[src/rtl/ramctl_pkg.sv]
package ramctl_pkg;

  typedef enum logic [3:0] {
    SEL_ZERO, SEL_ERR, SEL_STAT, SEL_MASK, SEL_ECC,
    SEL_FID0, SEL_FID1, SEL_FID2, SEL_FID3, SEL_FISY,
    SEL_FICNT, SEL_IMPL, SEL_PRDY
  } readSelT;

  typedef struct packed {
    logic       errWr;
    logic       statWr;
    logic       maskClr;
    logic       maskSet;
    logic       eccWr;
    logic       fiSyWr;
    logic       fiCntWr;
    logic [3:0] fiDataWr;
  } wrStrobeT;

  function automatic logic [3:0] sizeCode(input longint unsigned bytes);
    case (bytes)
      64'd65536:   return 4'd0;
      64'd131072:  return 4'd1;
      64'd262144:  return 4'd2;
      64'd524288:  return 4'd3;
      64'd1048576: return 4'd4;
      default:     return 4'hF;
    endcase
  endfunction

endpackage

[src/rtl/ramctl_ctrl.sv]
module ramctl_ctrl
  import ramctl_pkg::*;
#(
  parameter int ADDR_W = 12
) (
  input  logic              clk,
  input  logic              rstN,
  input  logic              wrEn,
  input  logic [ADDR_W-1:0] addr,
  output wrStrobeT          strb,
  output readSelT           readSel
);
  localparam int WORD_W = ADDR_W - 2;

  logic [WORD_W-1:0] wordIdx;
  logic              aligned;

  assign wordIdx = addr[ADDR_W-1:2];
  assign aligned = (addr[1:0] == 2'b00);

  always_comb begin
    readSel = SEL_ZERO;
    if (aligned) begin
      case (int'(wordIdx))
        'h00: readSel = SEL_ERR;
        'h01: readSel = SEL_STAT;
        'h02: readSel = SEL_MASK;
        'h05: readSel = SEL_ECC;
        'h13: readSel = SEL_FID0;
        'h14: readSel = SEL_FID1;
        'h15: readSel = SEL_FID2;
        'h16: readSel = SEL_FID3;
        'h17: readSel = SEL_FISY;
        'h1D: readSel = SEL_FICNT;
        'h20: readSel = SEL_IMPL;
        'h21: readSel = SEL_PRDY;
        default: readSel = SEL_ZERO;
      endcase
    end
  end

  always_comb begin
    strb = '0;
    if (wrEn && aligned) begin
      case (int'(wordIdx))
        'h00: strb.errWr       = 1'b1;
        'h01: strb.statWr      = 1'b1;
        'h03: strb.maskClr     = 1'b1;
        'h04: strb.maskSet     = 1'b1;
        'h05: strb.eccWr       = 1'b1;
        'h13: strb.fiDataWr[0] = 1'b1;
        'h14: strb.fiDataWr[1] = 1'b1;
        'h15: strb.fiDataWr[2] = 1'b1;
        'h16: strb.fiDataWr[3] = 1'b1;
        'h17: strb.fiSyWr      = 1'b1;
        'h1D: strb.fiCntWr     = 1'b1;
        default: strb = '0;
      endcase
    end
  end

  AST_STROBE_ONEHOT: assert property (@(posedge clk) disable iff (!rstN)
    $onehot0(strb));
  AST_MISALIGN_NOWRITE: assert property (@(posedge clk) disable iff (!rstN)
    (addr[1:0] != 2'b00) |-> (strb == '0));

endmodule

[src/rtl/ramctl_dp.sv]
module ramctl_dp
  import ramctl_pkg::*;
#(
  parameter int          N_SRC     = 11,
  parameter logic [3:0]  SIZE_CODE = 4'd4
) (
  input  logic             clk,
  input  logic             rstN,
  input  wrStrobeT         strb,
  input  readSelT          readSel,
  input  logic [31:0]      wrData,
  input  logic [N_SRC-1:0] statusSet,
  output logic [31:0]      rdData,
  output logic             irqOut
);
  localparam int ERR_W   = 4;
  localparam int ECC_W   = 3;
  localparam int FISY_W  = 16;
  localparam int FICNT_W = 24;
  localparam int N_FID   = 4;
  localparam logic [15:0] PRDY_VAL = 16'hFFFF;

  logic [ERR_W-1:0]   errQ;
  logic [N_SRC-1:0]   statusQ;
  logic [N_SRC-1:0]   maskQ;
  logic [ECC_W-1:0]   eccQ;
  logic [FISY_W-1:0]  fiSyQ;
  logic [FICNT_W-1:0] fiCntQ;
  logic [31:0]        fiDataQ [N_FID];

  logic [N_SRC-1:0] clrBits;
  assign clrBits = strb.statWr ? wrData[N_SRC-1:0] : '0;

  always_ff @(posedge clk) begin
    if (!rstN) begin
      errQ    <= '1;
      statusQ <= '0;
      maskQ   <= '1;
      eccQ    <= '0;
      fiSyQ   <= '0;
      fiCntQ  <= '0;
    end else begin
      statusQ <= (statusQ & ~clrBits) | statusSet;
      if (strb.maskClr) maskQ <= maskQ & ~wrData[N_SRC-1:0];
      else if (strb.maskSet) maskQ <= maskQ | wrData[N_SRC-1:0];
      if (strb.errWr)   errQ   <= wrData[ERR_W-1:0];
      if (strb.eccWr)   eccQ   <= wrData[ECC_W-1:0];
      if (strb.fiSyWr)  fiSyQ  <= wrData[FISY_W-1:0];
      if (strb.fiCntWr) fiCntQ <= wrData[FICNT_W-1:0];
    end
  end

  for (genvar g = 0; g < N_FID; g++) begin : gFiData
    always_ff @(posedge clk) begin
      if (!rstN) fiDataQ[g] <= '0;
      else if (strb.fiDataWr[g]) fiDataQ[g] <= wrData;
    end
  end

  always_comb begin
    rdData = '0;
    case (readSel)
      SEL_ERR:   rdData[ERR_W-1:0]   = errQ;
      SEL_STAT:  rdData[N_SRC-1:0]   = statusQ;
      SEL_MASK:  rdData[N_SRC-1:0]   = maskQ;
      SEL_ECC:   rdData[ECC_W-1:0]   = eccQ;
      SEL_FID0:  rdData              = fiDataQ[0];
      SEL_FID1:  rdData              = fiDataQ[1];
      SEL_FID2:  rdData              = fiDataQ[2];
      SEL_FID3:  rdData              = fiDataQ[3];
      SEL_FISY:  rdData[FISY_W-1:0]  = fiSyQ;
      SEL_FICNT: rdData[FICNT_W-1:0] = fiCntQ;
      SEL_IMPL:  rdData[3:0]         = SIZE_CODE;
      SEL_PRDY:  rdData[15:0]        = PRDY_VAL;
      default:   rdData              = '0;
    endcase
  end

  assign irqOut = |(statusQ & ~maskQ);

  AST_MASK_STABLE: assert property (@(posedge clk) disable iff (!rstN)
    !(strb.maskClr || strb.maskSet) |=> $stable(maskQ));
  AST_ENABLE_CLEARS: assert property (@(posedge clk) disable iff (!rstN)
    strb.maskClr |=> ((maskQ & $past(wrData[N_SRC-1:0])) == '0));
  AST_DISABLE_SETS: assert property (@(posedge clk) disable iff (!rstN)
    strb.maskSet |=> ((maskQ & $past(wrData[N_SRC-1:0])) == $past(wrData[N_SRC-1:0])));
  AST_SET_WINS: assert property (@(posedge clk) disable iff (!rstN)
    (|statusSet) |=> ((statusQ & $past(statusSet)) == $past(statusSet)));
  AST_W1C_CLEARS: assert property (@(posedge clk) disable iff (!rstN)
    (strb.statWr && statusSet == '0) |=> ((statusQ & $past(wrData[N_SRC-1:0])) == '0));
  AST_MASKED_QUIET: assert property (@(posedge clk) disable iff (!rstN)
    (&maskQ) |-> !irqOut);

endmodule

[src/rtl/ramctl_irq_regs.sv]
module ramctl_irq_regs
  import ramctl_pkg::*;
#(
  parameter longint unsigned RAM_BYTES = 64'd1048576,
  parameter int              ADDR_W    = 12,
  parameter int              N_SRC     = 11
) (
  input  logic              clk,
  input  logic              rstN,
  input  logic              wrEn,
  input  logic [ADDR_W-1:0] addr,
  input  logic [31:0]       wrData,
  output logic [31:0]       rdData,
  input  logic [N_SRC-1:0]  statusSet,
  output logic              irqOut
);
  localparam logic [3:0] SIZE_CODE = sizeCode(RAM_BYTES);

  if (SIZE_CODE == 4'hF) begin : gBadSize
    $error("ramctl_irq_regs: RAM_BYTES is not a supported size");
  end

  wrStrobeT strb;
  readSelT  readSel;

  ramctl_ctrl #(.ADDR_W(ADDR_W)) u_ctrl (
    .clk     (clk),
    .rstN    (rstN),
    .wrEn    (wrEn),
    .addr    (addr),
    .strb    (strb),
    .readSel (readSel)
  );

  ramctl_dp #(.N_SRC(N_SRC), .SIZE_CODE(SIZE_CODE)) u_dp (
    .clk       (clk),
    .rstN      (rstN),
    .strb      (strb),
    .readSel   (readSel),
    .wrData    (wrData),
    .statusSet (statusSet),
    .rdData    (rdData),
    .irqOut    (irqOut)
  );

endmodule

[config.mk]
export PLATFORM = sky130hd
export DESIGN_NAME = ramctl_irq_regs
export DESIGN_NICKNAME = d
export VERILOG_FILES = /design/src/rtl/ramctl_pkg.sv /design/src/rtl/ramctl_ctrl.sv /design/src/rtl/ramctl_dp.sv /design/src/rtl/ramctl_irq_regs.sv
export SDC_FILE = /design/constraint.sdc
export NUM_CORES = 1
export LEC_CHECK = 0
export CAP_MARGIN = 20
export CORE_UTILIZATION = 57
export CTS_CLUSTER_SIZE = 16
export DETAILED_ROUTE_END_ITERATION = 7
export PLACE_DENSITY = 0.91
export SYNTH_ARGS = -nofsm -noshare
export SYNTH_HDL_FRONTEND = slang
export SYNTH_SLANG_ARGS = --single-unit
[constraint.sdc]
create_clock -name clk -period 5.65 [get_ports clk]
set_input_delay 0.565 -clock clk [delete_from_list [all_inputs] [get_ports clk]]
set_output_delay 0.565 -clock clk [all_outputs]
set_load 0.05 [all_outputs]
==> results.cfg <==
[outcome]
outcome = finished, final reports clean

[final_layout]
syn_to_final_growth_pct = 21.5
diodes = 0
fin_area_mm2 = 0.0113
layout.nets = 1004
drive_above_1_share_pct = 10.5

[worst_hold_path]
hold_path_class = reg2reg
hold_path_depth = 2
min_from = u_dp.errQ[2]
whs_endpoint = u_dp.errQ[2]

[die]
num_rows = 46
initial_core_util_pct = 58.6
boundaryPins = 91
die_width_um = 130
core_area_mm2 = 0.0159
fp.dieArea_mm2 = 0.0168
die_h_um = 130

[pwr]
peakVddDrop_v = 0.000236
leakagePower_nw = 4.41
power_density_mw_per_mm2 = 271

[grt]
overflow = 0
grt_start_max_net_pins = 55
antenna_found_initial = 0
grt_pass1_vias = 7469
grt_pass1_wl_mm = 40.6
gr-usage-all-layers_pct = 32.2

[yosys]
yosys.area.top_type = edfxtp_1
synth-seq-cells = 197
yosys_warnings = 0
syn_area_mm2 = 0.00931
yosysSeqAreaShare_pct = 56.1
synth_area_per_cell_um2 = 10.7
synthCells = 870
ys.flop_type = edfxtp_1
synth_edf_count = 128
syn_nets = 928
ys_types = 66
yosys.area.top_type_share_pct = 41.3
async_flop_share_pct = 0
synthTopCellsByArea = edfxtp_1, dfxtp_1, and2_1

[critical_path]
crit_chain = clkdlybuf4s50_1, buf_4, o211a_1, o211a_2, o21ai_1, a2111o_1, o221a_1, o211ai_1, clkdlybuf4s50_1
reg2reg_depth = 2
cp-end-kind = primary output
arrival_ns = 4.41
crit_required_ns = 5.09
cpPeakStageDelay_ns = 0.86
crit_slowest_cell = clkdlybuf4s50_1
rrSetupSlack_ns = 4.84
cp_common_cell = clkdlybuf4s50_1
start_kind = input port
crit_fanout = 14
crit_type = in2out

[sta]
min_period_ns = 4.98
finalCritPeriodShare_pct = 88.1
finalMaxSlewViolations = 0
fin_tns_setup_ns = 0
relSlewSlack_pct = 26.6
rsz0062_at_grt = false
holdWs_ns = 0.498
final.setup.worst_slack_ns = 0.673
final.setup_skew_ns = 0
setup_violations = 0
hold_viol = 0
fmax_mhz = 201
tightest_slew_ns = 1.10

[job]
cap_violations = 0

[placed_design]
place.gp.congestion = 0.969
io_buffers = 90
place_ws_ns = 0.812
dpl_cell_area_mm2 = 0.0106
dpl.hpwl_mm = 16.5

[clock_network]
ctsHoldBuffers = 0
clock-root-buffer = clkbuf_16
clockBufferDepth = 2
cts_sinks = 197
cts_tree = done
cts_max_level = 4
clkTransAtPathRegs_ns = 0.07
cts_resized = 0
post-cts-setup-buffers = 0
insertion_delay_ns = 0.44
cts_buffers = 17

[detailed_routing]
wl_per_cell_um = 22.5
routed_via_density = 6.62
drc = 0
ant_nets = 0
drt_pre_antenna_iters = 8
drt_first_iter_violations = 1255
drt_wl_total_mm = 26.4
vias = 7778
## where the power goes
part | internal (mW) | switching (mW)
logic | 0.0608 | 0.0941
clock network | 0.719 | 0.589
registers | 1.58 | 0.0226
total | 2.36 | 0.706
## kinds of logic after synthesis
logic type | after synthesis | share of synthesized area [%]
AND/OR/NAND/NOR | 373 | 21.0
XOR/XNOR | 2 | 0.188
buffers and inverters | 79 | 3.58
AO/OA/AOI/OAI | 164 | 13.2
flip-flops | 197 | 56.1
multiplexers | 55 | 5.94
## layout make-up
class | instances | area [µm²]
Fill cell | 1079 | 4580
Timing Repair Buffer | 119 | 1270
Inverter | 17 | 63.8
Multi-Input combinational cell | 594 | 3850
Sequential cell | 197 | 5230
Clock inverter | 15 | 208
Tap cell | 216 | 270
Clock buffer | 17 | 425
## metrics by stage
step           total power [mW]  utilization, %  cells
4_1_cts                    3.05            70.9   1172
3_5_place_dp               1.78            66.9   1140
6_report                   3.07            71.2   1175
2_1_floorplan              1.69               -    870
3_3_place_gp               1.78            66.9   1140
5_1_grt                    3.13            71.2   1175
## sequential cells by signal (all words and copies together), names as in the netlist, named ones only
register,count
u_dp.eccQ,3
u_dp.fiCntQ,24
u_dp.fiDataQ,128
u_dp.errQ,4
u_dp.statusQ,11
u_dp.fiSyQ,16
## synth_stat cells (3+ instances only)
master	instances
a211o_1	3
a211oi_1	6
a21oi_1	35
a221oi_1	5
a222oi_1	22
a22o_1	6
a22oi_1	14
a32oi_1	7
and2_1	130
and3_1	12
buf_2	19
clkbuf_1	40
dfxtp_1	69
edfxtp_1	128
inv_1	16
mux2i_1	53
nand2_1	86
nand2b_1	5
nand3_1	17
nand4_1	5
nor2_1	73
nor2b_1	3
nor3_1	14
nor4_1	11
o2111ai_1	6
o211ai_1	3
o21a_1	4
o21ai_0	25
o32ai_1	4
or3_1	3
## layer usage
layer  up-vias  track usage (%)  share of wire [%]
met3       139             7.91                 11
met1      3678             40.4                 37
met4         0             17.9                5.1
met2       601             51.5                 47
met5         -                0                  0
li1       3360                -                  -
## critical path: cells and delay by family
family                 cells  cell delay, ns
AO/OA/AOI/OAI              6            2.08
buffers and inverters      3            1.77
## worst max path at each step
stage | startpoint | end | slack [ns] | cells after the start
after floorplan | addr[7] | u_dp.fiDataQ[1][0] | 1.32 | 5
after global placement | addr[3] | rdData[15] | 0.84 | 10
after detailed placement | addr[3] | rdData[15] | 0.81 | 10
after CTS | addr[3] | rdData[1] | 0.78 | 9
after global routing | addr[3] | rdData[1] | 0.61 | 9
final | addr[3] | rdData[1] | 0.67 | 9
## layout by cell type (no fill, tap or decap), types with 3 or more instances in the layout
cell type | synthesis | routed
buf_4 | 1 | 26
o32ai_1 | 4 | 4
and2_1 | 130 | 130
nand2_1 | 86 | 86
nor2_1 | 73 | 71
a222oi_1 | 22 | 22
dfxtp_1 | 69 | 69
a211o_1 | 3 | 3
a211oi_1 | 6 | 6
and3_1 | 12 | 12
nand2b_1 | 5 | 5
clkdlybuf4s50_1 | 0 | 77
or3_1 | 3 | 3
inv_1 | 16 | 16
o211ai_1 | 3 | 3
a221oi_1 | 5 | 5
nor2b_1 | 3 | 3
a22oi_1 | 14 | 14
bufinv_16 | 0 | 3
o21ai_0 | 25 | 22
o2111ai_1 | 6 | 6
buf_12 | 0 | 14
o21ai_4 | 0 | 3
a22o_1 | 6 | 6
inv_6 | 0 | 5
nand4_1 | 5 | 5
nand3_1 | 17 | 17
inv_8 | 0 | 4
o21a_1 | 4 | 4
edfxtp_1 | 128 | 128
nor3_1 | 14 | 10
a32oi_1 | 7 | 7
a21oi_1 | 35 | 35
mux2i_1 | 53 | 53
nor3_2 | 1 | 5
clkbuf_16 | 0 | 17
nor4_1 | 11 | 9
No activity file was read; power rests on OpenSTA's default activity.
